**config.mk**
```make
export PLATFORM = sky130hd
export DESIGN_NAME = pf_ce_gate
export DESIGN_NICKNAME = d
export VERILOG_FILES = /design/src/rtl/pf_ce_pkg.sv /design/src/rtl/pf_ce_timer.sv /design/src/rtl/pf_ce_seq.sv /design/src/rtl/pf_ce_dec.sv /design/src/rtl/pf_ce_gate.sv
export SDC_FILE = /design/constraint.sdc
export NUM_CORES = 1
export LEC_CHECK = 0
export BUFFER_PORTS_ARGS = -buffer_cell sky130_fd_sc_hd__buf_2
export CAP_MARGIN = 20
export CORE_MARGIN = 2
export CORE_UTILIZATION = 63
export CTS_CLUSTER_SIZE = 25
export DETAILED_ROUTE_END_ITERATION = 10
export GPL_TIMING_DRIVEN = 0
export PLACE_DENSITY = 0.84
export SLEW_MARGIN = 5
export SYNTH_ARGS = -nofsm -noshare
export SYNTH_HDL_FRONTEND = slang
export SYNTH_SLANG_ARGS = --single-unit
```
**constraint.sdc**
```tcl
create_clock -name clk -period 5.2 [get_ports clk]
set_clock_uncertainty 0.05 [all_clocks]
set_input_delay 0.78 -clock clk [delete_from_list [all_inputs] [get_ports clk]]
set_output_delay 0.78 -clock clk [all_outputs]
set_load 0.005 [all_outputs]
```
**src/rtl/pf_ce_pkg.sv**
```systemverilog
package pf_ce_pkg;
  localparam int SEL_W  = 2;
  localparam int NUM_EN = 1 << SEL_W;

  typedef enum logic [1:0] {
    ST_HOLD  = 2'd0,  // recovery hold after power return or reset
    ST_RUN   = 2'd1,  // normal decoding
    ST_DRAIN = 2'd2,  // access in flight allowed to finish
    ST_PROT  = 2'd3   // protected while power fail persists
  } gate_st_t;
endpackage

```
**src/rtl/pf_ce_timer.sv**
```systemverilog
module pf_ce_timer #(
  parameter int CW = 8
) (
  input  logic          clk,
  input  logic          rst,
  input  logic          clr,
  output logic [CW-1:0] cnt
);
  always_ff @(posedge clk) begin
    if (rst || clr) cnt <= '0;
    else            cnt <= cnt + 1'b1;
  end
endmodule

```
**src/rtl/pf_ce_seq.sv**
```systemverilog
module pf_ce_seq
  import pf_ce_pkg::*;
#(
  parameter int WPT_CYC = 4,
  parameter int REC_CYC = 8,
  parameter int CW      = 4
) (
  input  logic             clk,
  input  logic             rst,
  input  logic             ce_n,
  input  logic [SEL_W-1:0] sel,
  input  logic             pwr_fail,
  output logic             pass,
  output logic [SEL_W-1:0] sel_eff
);
  localparam logic [CW-1:0] WPT_LAST = CW'(WPT_CYC - 1);
  localparam logic [CW-1:0] REC_LAST = CW'(REC_CYC - 1);

  gate_st_t         state_q, state_d;
  logic [SEL_W-1:0] sel_q;
  logic [CW-1:0]    cnt;
  logic             clr;

  pf_ce_timer #(.CW(CW)) u_timer (
    .clk (clk),
    .rst (rst),
    .clr (clr),
    .cnt (cnt)
  );

  always_comb begin
    state_d = state_q;
    unique case (state_q)
      ST_HOLD: begin
        if (pwr_fail)             state_d = ST_PROT;
        else if (cnt == REC_LAST) state_d = ST_RUN;
      end
      ST_RUN: begin
        if (pwr_fail) state_d = ce_n ? ST_PROT : ST_DRAIN;
      end
      ST_DRAIN: begin
        if (!pwr_fail)            state_d = ST_HOLD;
        else if (ce_n)            state_d = ST_PROT;
        else if (cnt == WPT_LAST) state_d = ST_PROT;
      end
      default: begin
        if (!pwr_fail) state_d = ST_HOLD;
      end
    endcase
  end

  assign clr     = (state_d != state_q);
  assign pass    = (state_d == ST_RUN) || (state_d == ST_DRAIN);
  assign sel_eff = (state_q == ST_DRAIN) ? sel_q : sel;

  always_ff @(posedge clk) begin
    if (rst) begin
      state_q <= ST_HOLD;
      sel_q   <= '0;
    end else begin
      state_q <= state_d;
      if (state_q == ST_RUN) sel_q <= sel;
    end
  end
endmodule

```
**src/rtl/pf_ce_dec.sv**
```systemverilog
module pf_ce_dec
  import pf_ce_pkg::*;
(
  input  logic              clk,
  input  logic              rst,
  input  logic              pass,
  input  logic              ce_n,
  input  logic [SEL_W-1:0]  sel_eff,
  output logic [NUM_EN-1:0] en_n,
  output logic              wp
);
  logic [NUM_EN-1:0] en_d;

  for (genvar i = 0; i < NUM_EN; i++) begin : g_lane
    assign en_d[i] = ~(pass & ~ce_n & (sel_eff == SEL_W'(i)));
  end

  always_ff @(posedge clk) begin
    if (rst) begin
      en_n <= '1;
      wp   <= 1'b1;
    end else begin
      en_n <= en_d;
      wp   <= ~pass;
    end
  end
endmodule

```
**src/rtl/pf_ce_gate.sv**
```systemverilog
module pf_ce_gate
  import pf_ce_pkg::*;
#(
  parameter int WPT_CYC = 1250,
  parameter int REC_CYC = 15000000
) (
  input  logic       clk,
  input  logic       rst,
  input  logic       ce_n,
  input  logic       sel_a,
  input  logic       sel_b,
  input  logic       pwr_fail,
  output logic [3:0] en_n,
  output logic       wp
);
  localparam int MAX_CYC = (WPT_CYC > REC_CYC) ? WPT_CYC : REC_CYC;
  localparam int CW      = $clog2(MAX_CYC + 1);

  logic             pass;
  logic [SEL_W-1:0] sel_eff;

  pf_ce_seq #(
    .WPT_CYC (WPT_CYC),
    .REC_CYC (REC_CYC),
    .CW      (CW)
  ) u_seq (
    .clk      (clk),
    .rst      (rst),
    .ce_n     (ce_n),
    .sel      ({sel_b, sel_a}),
    .pwr_fail (pwr_fail),
    .pass     (pass),
    .sel_eff  (sel_eff)
  );

  pf_ce_dec u_dec (
    .clk     (clk),
    .rst     (rst),
    .pass    (pass),
    .ce_n    (ce_n),
    .sel_eff (sel_eff),
    .en_n    (en_n),
    .wp      (wp)
  );
endmodule

```
==> summary.md <==
| Metric | Value |
|---|---|
| # port buffers | 9 |
| Pwr Total | 0.423 mW |
| Sum Neg Setup Slack | 0 ns |
| Ys Warns | 0 |
| Crit end category | register |
| Cell Chain, Critical Path | buf_6 > or4b_1 > or4_1 > nor4_1 > or3_1 > buf_6 > buf_6 > nor2_1 |
| First DRT Iteration DRCs | 48 |
| Arr. time, crit path | 2.48 ns |
| Syn Nets | 199 |
| Final WL | 3.12 mm |
| Slew @ Worst Pin | 0.927 ns |
| Die Wd | 54.3 um |
| R2r startpoint | u_seq.state_q[1] |
| RSZ-0062 raised after global routing | no |
| Clock network power share | 0.310 |
| Distinct cells, synth | 32 |
| Via count | 1,382 |
| CP dominant cell by count | buf_6 |
| Deepest clock path buffer count | 2 |
| Final worst slack | 2.89 ns |
| Synthesized cell area | 1590 um2 |
| Hold-fix buffers, CTS | 0 |
| Int Power | 0.317 mW |
| Placer Congestion | 0.877 |
| Period minus WS final | 2.31 ns |
| Reg2reg setup slack | 2.89 ns |
| Data required, critical path | 5.38 ns |
| Initial antenna violation count | 0 |
| Post-Synth Simple-Gate Area | 0.327 |
| Synth top area cells | dfxtp_1 (41%), xor2_1 (10%), nor2_1 (8.7%) |
| CTS tree | built |
| CP Class | register to register |
| Largest family of logic cells by synthesized area | simple AND/OR/NAND/NOR gates |
| Largest net degree at the start of global routing | 11 |
| Area Growth Syn to Fin | 7.86% |
| Slowest cell on the critical path | or4_1 |
| Tcrit/Tclk final | 0.444 |
| Status | finished clean |
| Final ANT Viol Nets | 0 |
| Layout cells sized above 1 | 0.0971 |
| Hold_sp | u_seq.u_timer.cnt[0] |
| Max stage delay on crit path | 0.56 ns |
| EDFF count, synth | 0 |
| Ys async rst share | 0 |
| FF-to-FF path depth | 8 |
| Setup violators final | 0 |
| Avg Cell Area, Syn | 8.34 um2 |
| Post_cts resized | 0 |
| Hold Vio Cnt, Final | 0 |
| Mux contribution to synthesized area | 0.0126 |
| Static leakage | 0.602 nW |
| IO Pins | 11 |
| GRT overflow | 0 |
| Dpl hpwl | 2.27 mm |
| Setup Buffers After CTS | 0 |
| Root Buffer | clkbuf_4 |
| Cell taking the most area after synthesis | dfxtp_1 |
| First-pass GRT wire length | 4.94 mm |
| Top FF cell, synth | dfxtp_1 |
| Wire length per cell | 13.2 um |
| Worst Setup SP | u_seq.state_q[1] |
| Htree depth | 2 |
| Residual DRC | 0 |
| Power density over cell area | 246 nW/um2 |
| Maximum VDD drop | 221 uV |
| XOR/XNOR Fraction of Synth Area | 0.121 |
| CTS sink count | 33 |
| Fillers | 200 |
| Synthesized instance count | 191 |
| Clk_lat worst skew | 0.34 ns |
| Sw power | 0.106 mW |
| Placement Rows | 18 |
| Sequential share of power | 0.611 |
| Pre-CTS setup slack | 2.93 ns |
| Sw Share | 0.251 |
| Sequential share of the synthesized area | 0.415 |
| Power share of the combinational group | 0.079 |
| ANT cells | 0 |
| Vias/cell | 5.86 |
| Startpoint types | register |
| Adder-Cell Fraction of Synth Area | 0.0157 |
| Fmax | 0.433 GHz |
| Initial Util | 0.655 |
| Die height | 54.3 um |
| Clk slew on worst S/H paths | 0.09 ns |
| TritonRoute pass-1 iters | 4 |
| Max_slew headroom | 0.377 |
| Post-synth top area share | 0.415 |
| Clock buffer count from CTS | 5 |
| Final nets | 215 |
| Total track usage | 0.241 |
| Post-synthesis compound-gate area fraction | 0.0573 |
| Worst hold path class | register to register |
| Post-synthesis register bit count | 33 |
| Full die area | 2950 um2 |
| Core area | 2430 um2 |
| Worst hold stages | 1 |
| Max Slew Vio Count | 0 |
| Max Cap Violations | 0 |
| Vias in the first global route | 1,178 |
| Crit Path Max Fanout | 10 |
registers in the layout, indices dropped and copies added, names as in the netlist:
name,flops
u_seq.u_timer.cnt,24
u_dec.wp,1
u_seq.state_q,2
u_dec.en_n,4
u_seq.sel_q,2
cell usage after synthesis (5+ instances only):
master	count
dfxtp_1	33
nand3_1	16
nor2_1	37
inv_1	6
nand4_1	6
xor2_1	19
a31oi_1	5
nor3_1	7
nand2_1	15
placed cells by master, fill, tap and decap left out:
| master | instances |
|---|---|
| or4_1 | 4 |
| nor4_2 | 1 |
| nor3_1 | 7 |
| o21a_1 | 1 |
| nand3_1 | 16 |
| xor2_1 | 19 |
| a221o_1 | 1 |
| nor3b_1 | 2 |
| clkbuf_1 | 4 |
| nand4_1 | 6 |
| a211oi_1 | 1 |
| nor2_1 | 37 |
| clkbuf_4 | 5 |
| or3_1 | 1 |
| inv_1 | 6 |
| nand2_1 | 15 |
| o21bai_1 | 1 |
| a22oi_1 | 1 |
| or4b_1 | 1 |
| and4_1 | 2 |
| buf_2 | 9 |
| nor4bb_1 | 1 |
| mux2i_1 | 2 |
| nor4_1 | 4 |
| and3_1 | 4 |
| dfxtp_1 | 33 |
| nand4b_1 | 1 |
| clkinv_2 | 1 |
| xnor2_1 | 3 |
| a31oi_1 | 5 |
| ha_1 | 2 |
| a21oi_1 | 3 |
| nand2b_1 | 2 |
| o21ai_0 | 1 |
| buf_6 | 4 |
area by class of cell:
type	instances	area, um2	area share
inverter	6	22.5	0.0131
buffer	8	60.1	0.0350
tap	30	37.5	0.0218
sequential	33	661	0.385
timing repair buffer	9	45.0	0.0262
clock buffer	5	37.5	0.0218
clock inverter	1	5.00	0.00291
multi-input combinational	144	850	0.495
critical path: cells and delay by family (launching register included):
family | cells | cell delay (ns)
simple gates | 5 | 1.44
buf+inv | 3 | 0.39
flops | 1 | 0.32
cells by family after synthesis:
family | Yosys count
simple gates | 104
mux | 2
fa+ha+maj | 2
flops | 33
buf+inv | 14
xor+xnor | 22
compound gates | 14
metrics by stage:
stage	utilization	cells	area, um2	hold slack (ns)
floorplan	-	191	1590	0.406
global placement	0.689	230	1680	0.427
detailed placement	0.689	230	1680	0.437
CTS	0.706	236	1720	0.457
global route	0.706	236	1720	0.499
finish	0.706	236	1720	0.450
power by group through the flow:
stage | sequential [mW] | clock [mW] | combinational [mW]
2_1_floorplan | 0.265 | 0 | 0.0243
3_3_place_gp | 0.265 | 0 | 0.0317
3_5_place_dp | 0.265 | 0 | 0.0333
4_1_cts | 0.259 | 0.132 | 0.0334
5_1_grt | 0.259 | 0.142 | 0.0377
6_report | 0.259 | 0.131 | 0.0334
routing by layer:
| metal | track usage | up-vias | part of all wire |
|---|---|---|---|
| met5 | 0 | - | 0 |
| met4 | 0.129 | 0 | 0.017 |
| met3 | 0.0574 | 5 | 0.062 |
| met2 | 0.373 | 45 | 0.46 |
| met1 | 0.308 | 637 | 0.46 |
| li1 | - | 695 | - |
worst paths after layout:
kind | endpoint
min | u_seq.u_timer.cnt[0]
max | u_seq.u_timer.cnt[12]
min reg2reg | u_seq.u_timer.cnt[0]
max reg2reg | u_seq.u_timer.cnt[12]
No activity file was read; power rests on OpenSTA's default activity.
